### src/rtl/gcal_pkg.sv
package gcal_pkg;
    parameter int YEAR_W = 12;
    parameter int ADDR_W = 4;
    parameter int DATA_W = 16;

    typedef struct packed {
        logic [YEAR_W-1:0] year;
        logic [3:0]        mon;
        logic [4:0]        dom;
        logic [2:0]        dow;
        logic [4:0]        hour;
        logic [5:0]        min;
        logic [5:0]        sec;
    } cal_time_t;

    typedef struct packed {
        logic       min_en;
        logic       hour_en;
        logic       dow_en;
        logic       dom_en;
        logic [5:0] min;
        logic [4:0] hour;
        logic [2:0] dow;
        logic [4:0] dom;
    } alarm_cfg_t;

    localparam logic [ADDR_W-1:0] A_KEY  = 4'd0;
    localparam logic [ADDR_W-1:0] A_SEC  = 4'd1;
    localparam logic [ADDR_W-1:0] A_MIN  = 4'd2;
    localparam logic [ADDR_W-1:0] A_HOUR = 4'd3;
    localparam logic [ADDR_W-1:0] A_DOW  = 4'd4;
    localparam logic [ADDR_W-1:0] A_DOM  = 4'd5;
    localparam logic [ADDR_W-1:0] A_MON  = 4'd6;
    localparam logic [ADDR_W-1:0] A_YEAR = 4'd7;
    localparam logic [ADDR_W-1:0] A_AMIN = 4'd8;
    localparam logic [ADDR_W-1:0] A_AHR  = 4'd9;
    localparam logic [ADDR_W-1:0] A_ADOW = 4'd10;
    localparam logic [ADDR_W-1:0] A_ADOM = 4'd11;
    localparam logic [ADDR_W-1:0] A_CTRL = 4'd12;
    localparam int EN_BIT = DATA_W - 1;
endpackage

### src/rtl/gcal_month_len.sv
module gcal_month_len #(
    parameter int YW = 12
) (
    input  logic [3:0]    mon,
    input  logic [YW-1:0] year,
    output logic [4:0]    days
);
    logic leap;

    always_comb begin
        leap = ((year % YW'(4)) == '0) &&
               (((year % YW'(100)) != '0) || ((year % YW'(400)) == '0));
        case (mon)
            4'd2:                    days = leap ? 5'd29 : 5'd28;
            4'd4, 4'd6, 4'd9, 4'd11: days = 5'd30;
            default:                 days = 5'd31;
        endcase
    end
endmodule

### src/rtl/gcal_advance.sv
module gcal_advance
    import gcal_pkg::*;
(
    input  cal_time_t cur,
    output cal_time_t nxt
);
    logic [4:0] mlen;
    logic       c_min, c_hour, c_day, c_mon, c_year;

    gcal_month_len #(.YW(YEAR_W)) u_len (
        .mon  (cur.mon),
        .year (cur.year),
        .days (mlen)
    );

    always_comb begin
        nxt    = cur;
        c_min  = cur.sec >= 6'd59;
        c_hour = c_min && (cur.min >= 6'd59);
        c_day  = c_hour && (cur.hour >= 5'd23);
        c_mon  = c_day && (cur.dom >= mlen);
        c_year = c_mon && (cur.mon >= 4'd12);

        nxt.sec = c_min ? 6'd0 : cur.sec + 6'd1;
        if (c_min)  nxt.min  = c_hour ? 6'd0 : cur.min + 6'd1;
        if (c_hour) nxt.hour = c_day ? 5'd0 : cur.hour + 5'd1;
        if (c_day) begin
            nxt.dow = (cur.dow >= 3'd6) ? 3'd0 : cur.dow + 3'd1;
            nxt.dom = c_mon ? 5'd1 : cur.dom + 5'd1;
        end
        if (c_mon)  nxt.mon  = c_year ? 4'd1 : cur.mon + 4'd1;
        if (c_year) nxt.year = cur.year + YEAR_W'(1);
    end
endmodule

### src/rtl/gcal_alarm_match.sv
module gcal_alarm_match
    import gcal_pkg::*;
(
    input  alarm_cfg_t cfg,
    input  cal_time_t  t,
    output logic       hit
);
    always_comb begin
        hit = (cfg.min_en | cfg.hour_en | cfg.dow_en | cfg.dom_en)
            && (!cfg.min_en  || (t.min  == cfg.min))
            && (!cfg.hour_en || (t.hour == cfg.hour))
            && (!cfg.dow_en  || (t.dow  == cfg.dow))
            && (!cfg.dom_en  || (t.dom  == cfg.dom));
    end
endmodule

### src/rtl/guarded_calendar.sv
module guarded_calendar
    import gcal_pkg::*;
#(
    parameter logic [7:0] KEY_VAL    = 8'hA5,
    parameter int         RESET_YEAR = 2000
) (
    input  logic              clk,
    input  logic              rst_n,
    input  logic              tick,
    input  logic              wr_en,
    input  logic [ADDR_W-1:0] wr_addr,
    input  logic [DATA_W-1:0] wr_data,
    output logic [5:0]        sec,
    output logic [5:0]        min,
    output logic [4:0]        hour,
    output logic [2:0]        dow,
    output logic [4:0]        dom,
    output logic [3:0]        mon,
    output logic [YEAR_W-1:0] year,
    output logic              unlocked,
    output logic              ready,
    output logic              alarm_flag
);
    typedef struct packed {
        cal_time_t  t;
        alarm_cfg_t al;
        logic       open;
        logic       rdy;
        logic       flag;
    } state_t;

    localparam cal_time_t T_RST = '{year: YEAR_W'(RESET_YEAR), mon: 4'd1,
                                    dom: 5'd1, dow: 3'd0, hour: 5'd0,
                                    min: 6'd0, sec: 6'd0};
    localparam state_t S_RST = '{t: T_RST, al: '0, open: 1'b0,
                                 rdy: 1'b1, flag: 1'b0};

    state_t    s_d, s_q;
    cal_time_t t_adv;
    logic      hit_now, hit_adv;
    logic      acc_wr, time_wr;
    logic      unused_hi;

    assign unused_hi = ^wr_data[EN_BIT-1:YEAR_W];

    gcal_advance u_adv (
        .cur (s_q.t),
        .nxt (t_adv)
    );

    gcal_alarm_match u_hit_now (
        .cfg (s_q.al),
        .t   (s_q.t),
        .hit (hit_now)
    );

    gcal_alarm_match u_hit_adv (
        .cfg (s_q.al),
        .t   (t_adv),
        .hit (hit_adv)
    );

    always_comb begin
        s_d     = s_q;
        s_d.rdy = !tick;
        acc_wr  = wr_en && s_q.open && (wr_addr != A_KEY);
        time_wr = acc_wr && (wr_addr >= A_SEC) && (wr_addr <= A_YEAR);

        if (tick && !time_wr) begin
            s_d.t = t_adv;
            if (hit_adv && !hit_now) s_d.flag = 1'b1;
        end

        if (wr_en && (wr_addr == A_KEY)) begin
            s_d.open = (wr_data[7:0] == KEY_VAL);
        end else if (acc_wr) begin
            case (wr_addr)
                A_SEC:  s_d.t.sec  = wr_data[5:0];
                A_MIN:  s_d.t.min  = wr_data[5:0];
                A_HOUR: s_d.t.hour = wr_data[4:0];
                A_DOW:  s_d.t.dow  = wr_data[2:0];
                A_DOM:  s_d.t.dom  = wr_data[4:0];
                A_MON:  s_d.t.mon  = wr_data[3:0];
                A_YEAR: s_d.t.year = wr_data[YEAR_W-1:0];
                A_AMIN: begin
                    s_d.al.min    = wr_data[5:0];
                    s_d.al.min_en = wr_data[EN_BIT];
                end
                A_AHR: begin
                    s_d.al.hour    = wr_data[4:0];
                    s_d.al.hour_en = wr_data[EN_BIT];
                end
                A_ADOW: begin
                    s_d.al.dow    = wr_data[2:0];
                    s_d.al.dow_en = wr_data[EN_BIT];
                end
                A_ADOM: begin
                    s_d.al.dom    = wr_data[4:0];
                    s_d.al.dom_en = wr_data[EN_BIT];
                end
                A_CTRL: if (wr_data[0]) s_d.flag = 1'b0;
                default: ;
            endcase
        end
    end

    always_ff @(posedge clk or negedge rst_n) begin
        if (!rst_n) s_q <= S_RST;
        else        s_q <= s_d;
    end

    assign sec        = s_q.t.sec;
    assign min        = s_q.t.min;
    assign hour       = s_q.t.hour;
    assign dow        = s_q.t.dow;
    assign dom        = s_q.t.dom;
    assign mon        = s_q.t.mon;
    assign year       = s_q.t.year;
    assign unlocked   = s_q.open;
    assign ready      = s_q.rdy;
    assign alarm_flag = s_q.flag;
endmodule

### config.mk
export PLATFORM = sky130hd
export DESIGN_NAME = guarded_calendar
export DESIGN_NICKNAME = d
export VERILOG_FILES = /design/src/rtl/gcal_pkg.sv /design/src/rtl/gcal_month_len.sv /design/src/rtl/gcal_advance.sv /design/src/rtl/gcal_alarm_match.sv /design/src/rtl/guarded_calendar.sv
export SDC_FILE = /design/constraint.sdc
export NUM_CORES = 1
export LEC_CHECK = 0
export CAP_MARGIN = 25
export CORE_AREA = 2 2 132 134
export DETAILED_ROUTE_END_ITERATION = 12
export DIE_AREA = 0 0 134 136
export HOLD_SLACK_MARGIN = 0.08
export PLACE_DENSITY_LB_ADDON = 0.3
export SLEW_MARGIN = 20
export SYNTH_ARGS = -nofsm -noshare
export SYNTH_HDL_FRONTEND = slang
export SYNTH_SLANG_ARGS = --single-unit
### constraint.sdc
create_clock -name clk -period 7.6 [get_ports clk]
set_input_delay 1.52 -clock clk [delete_from_list [all_inputs] [get_ports clk]]
set_output_delay 1.52 -clock clk [all_outputs]
set_load 0.005 [all_outputs]
==> impl_results.md <==
* Status: completed
* Leading area contributor after synthesis: dfrtp_1
* Top-Level Pins at a little under 70
* Mean Syn Cell Area at 8.20 sq um
* Final Max Slew Viols at 0
* Via-per-instance ratio at 5.33
* CTS Hold Bufs at 0
* DRC viols at 0
* Sequential-to-total area share from yosys stat at 28.3%
* Worst-Margin Slew at slightly below 0.9 ns
* Fraction of registers with async set or reset after synthesis at 100%
* CP Class: flop to flop
* Setup TNS at 0 ns
* Core Area at ~17,000 sq um
* Initial Util at 35.3%
* Final Hold Viols at 0
* Filler Cell Count at 1,729
* Total vias in the final route at 5,065
* WHS at 0.553 ns
* Most common cell after layout, fill and taps aside: nand2_1
* Maximum vdd drop at between 0.15 and 0.2 mV
* Synth warnings at 0
* Max Root-Sink Buffers at 2
* Commonest cells after routing, fill and taps aside: 83 x nand2_1, 63 x clkdlybuf4s50_1, 60 x o21ai_0
* Ys flop type: dfrtp_1
* Die area at 18,200 sq um
* Area of the multi-input gates at 3670 sq um
* Antenna violations before repair at 0
* Final worst path period need at a little over 6 ns
* Worst setup startpoint: year[10]
* Main combinational cell family by area after synthesis: compound AO/OA/AOI/OAI gates
* Row cnt at between 40 and 50
* Placed Instance Area at 6390 sq um
* Seq. cell area at 1690 sq um
* Area growth, synth to finish at 12.5%
* Simple-gate share of the synthesized area at between 20% and 30%
* Distinct cell type count after synthesis at 80
* Crit path capture type: flop
* CTS HTree Levels at 3
* Routed Antenna Nets at 0
* Xor-xnor portion of the synthesized cell area at around 8%
* HP Start: alarm_flag
* Overall global routing resource usage at 16.5%
* Global route overflow at 0
* RSZ-0062 raised after global routing: false
* Drt pass-1 iters at 5
* Final wirelength at 14,800 um
* Clock Root Buffer: clkbuf_16
* Mux contribution to synthesized area at about 7.7%
* LEAKAGE at approximately 2.7 nW
* Num CTS Buffers at 9
* Netlist Area Pre-Place at 5960 sq um
* First-pass GRT wire length at 24,100 um
* Die Ht at 136 um
* Die width at 134 um
* Synth Area in Adders at 2.94%
* Final period util at between 80 and 90%
* Synth Register Bits at 67
* Fin nets at 759
* Design Area, Final at between 6000 and 7000 sq um
* # setup viols final at 0
* Placer Congestion at just under 0.9
* Slew headroom at between 40% and 50%
* Largest net degree at the start of global routing at 68
* Top cell type's share of synthesized area at 24.4%
* Power per cell area at 157 nW/um^2
* Critical Path RT at between 7 and 8 ns
* Critical path arrival at 6.37 ns
* Slack of the critical path at 1.44 ns
* CTS tree: yes
* Area contributors post-synth: dfrtp_1 24%, buf_4 5.7%, nand2_1 5.2%, mux2_2 5.1%, o21ai_0 5.0%
* Post-synth EDFFs at 0
* I/O Buffers at 64
* Latest clock arrival within the worst-skew pair at 0.34 ns
* Fmax at approximately 160 MHz
* Complex-gate fraction of the synthesized area at 21.8%
* Post-CTS sizing at 0
* Max Cap Viol at 0
* Critical path peak fanout at 24
* Cells after Synth at 726
* Clk sink count at 67
* Skew final at 0.0120 ns
* Startpoint types: flop
* Detailed placement HPWL at 10,500 um
* Starting DRT DRC Count at 308
* Reg-to-Reg Start: year[10]
* Vias in the first global route at 4,599
* HP Class: flop to flop
* Mapped Nets at around 760
* Antenna cells at 0
* Post-place setup slack at 1.48 ns
* Post-CTS setup buffers at 0
* Layout cells sized above 1 at between 10% and 20%
* Final core utilization at around 40%
* DR WL/cell at 15.6 um
* Clock transition at path regs at roughly 0.050 ns
## cells by family after synthesis
family,after synthesis
mux,41
flops,67
compound gates,188
simple gates,258
xor+xnor,54
buf+inv,104
fa+ha+maj,14
## metrics by stage
step / cells / total power, mW
finish: 951 / 1.05
global route: 951 / 1.10
global placement: 935 / 0.615
floorplan: 726 / 0.552
CTS: 951 / 1.07
detailed placement: 935 / 0.616
## where the power goes
part | internal (mW) | leakage (nW) | switching (mW)
Sequential | 0.381 | 0.880 | 0.0426
Combinational | 0.100 | 1.65 | 0.0843
Clock | 0.297 | 0.151 | 0.147
## sequential cells by signal, summed over array words and instances (netlist names)
name and count:
s_q 23, year 12, min 6, sec 6, dom 5, hour 5
mon 4, dow 3, alarm_flag 1, ready 1, unlocked 1
## synthesized netlist by cell type (10+ instances only)
cell	n
a31oi_1	10
nor2_1	57
inv_1	15
mux2_2	27
dfrtp_1	58
nand2_1	83
buf_4	45
a21oi_1	44
mux2i_1	12
xnor2_1	33
xor2_1	21
o21ai_0	60
nand4_1	11
nor3_1	25
nand3_1	24
ha_1	14
clkbuf_1	26
## worst max-delay path: stages, from the launching register on
cell      delay [ns]
dfstp_2         0.84
o211ai_1        0.20
and3_1          0.25
a21oi_4         0.29
a21oi_1         0.16
a311oi_4        0.56
nor2_2          0.09
a311o_1         0.49
a311o_1         0.38
and3b_1         0.19
a221oi_2        0.24
mux2i_1         0.10
o21a_1          0.19
ha_1            0.26
nand2b_1        0.09
a21oi_1         0.08
nand4b_1        0.37
nor4_1          0.36
buf_4           0.19
nand4_1         0.25
nor2_1          0.21
xnor2_1         0.14
o21ai_0         0.09
## final cells by class
class / instances / share of cell area [%]
Tap cell: 225 / 4.20
Inverter: 17 / 0.952
Multi-Input combinational cell: 555 / 54.7
Timing Repair Buffer: 71 / 10.3
Clock buffer: 14 / 3.79
Sequential cell: 67 / 25.2
Clock inverter: 2 / 0.896
## worst paths after layout
| path | endpoint | slack (ns) | cells after the start |
|---|---|---|---|
| max in group asynchronous | dom[3] | 5.63 | 2 |
| hold / removal | alarm_flag | 0.55 | 2 |
| setup / recovery | year[5] | 1.44 | 22 |
| hold reg to reg | alarm_flag | 0.55 | 2 |
| setup reg to reg | year[5] | 1.44 | 22 |
| min in group asynchronous | sec[3] | 1.39 | 2 |
## per-layer routing
metal | share of wire (%) | vias up | GRT usage (%)
met4 | 1.5 | 0 | 5.02
met2 | 48 | 118 | 27.4
met5 | 0 | - | 0
met1 | 46 | 2392 | 22.3
met3 | 3.9 | 16 | 2.50
li1 | - | 2539 | -
Note: power is estimated with default switching activity, not from simulation.
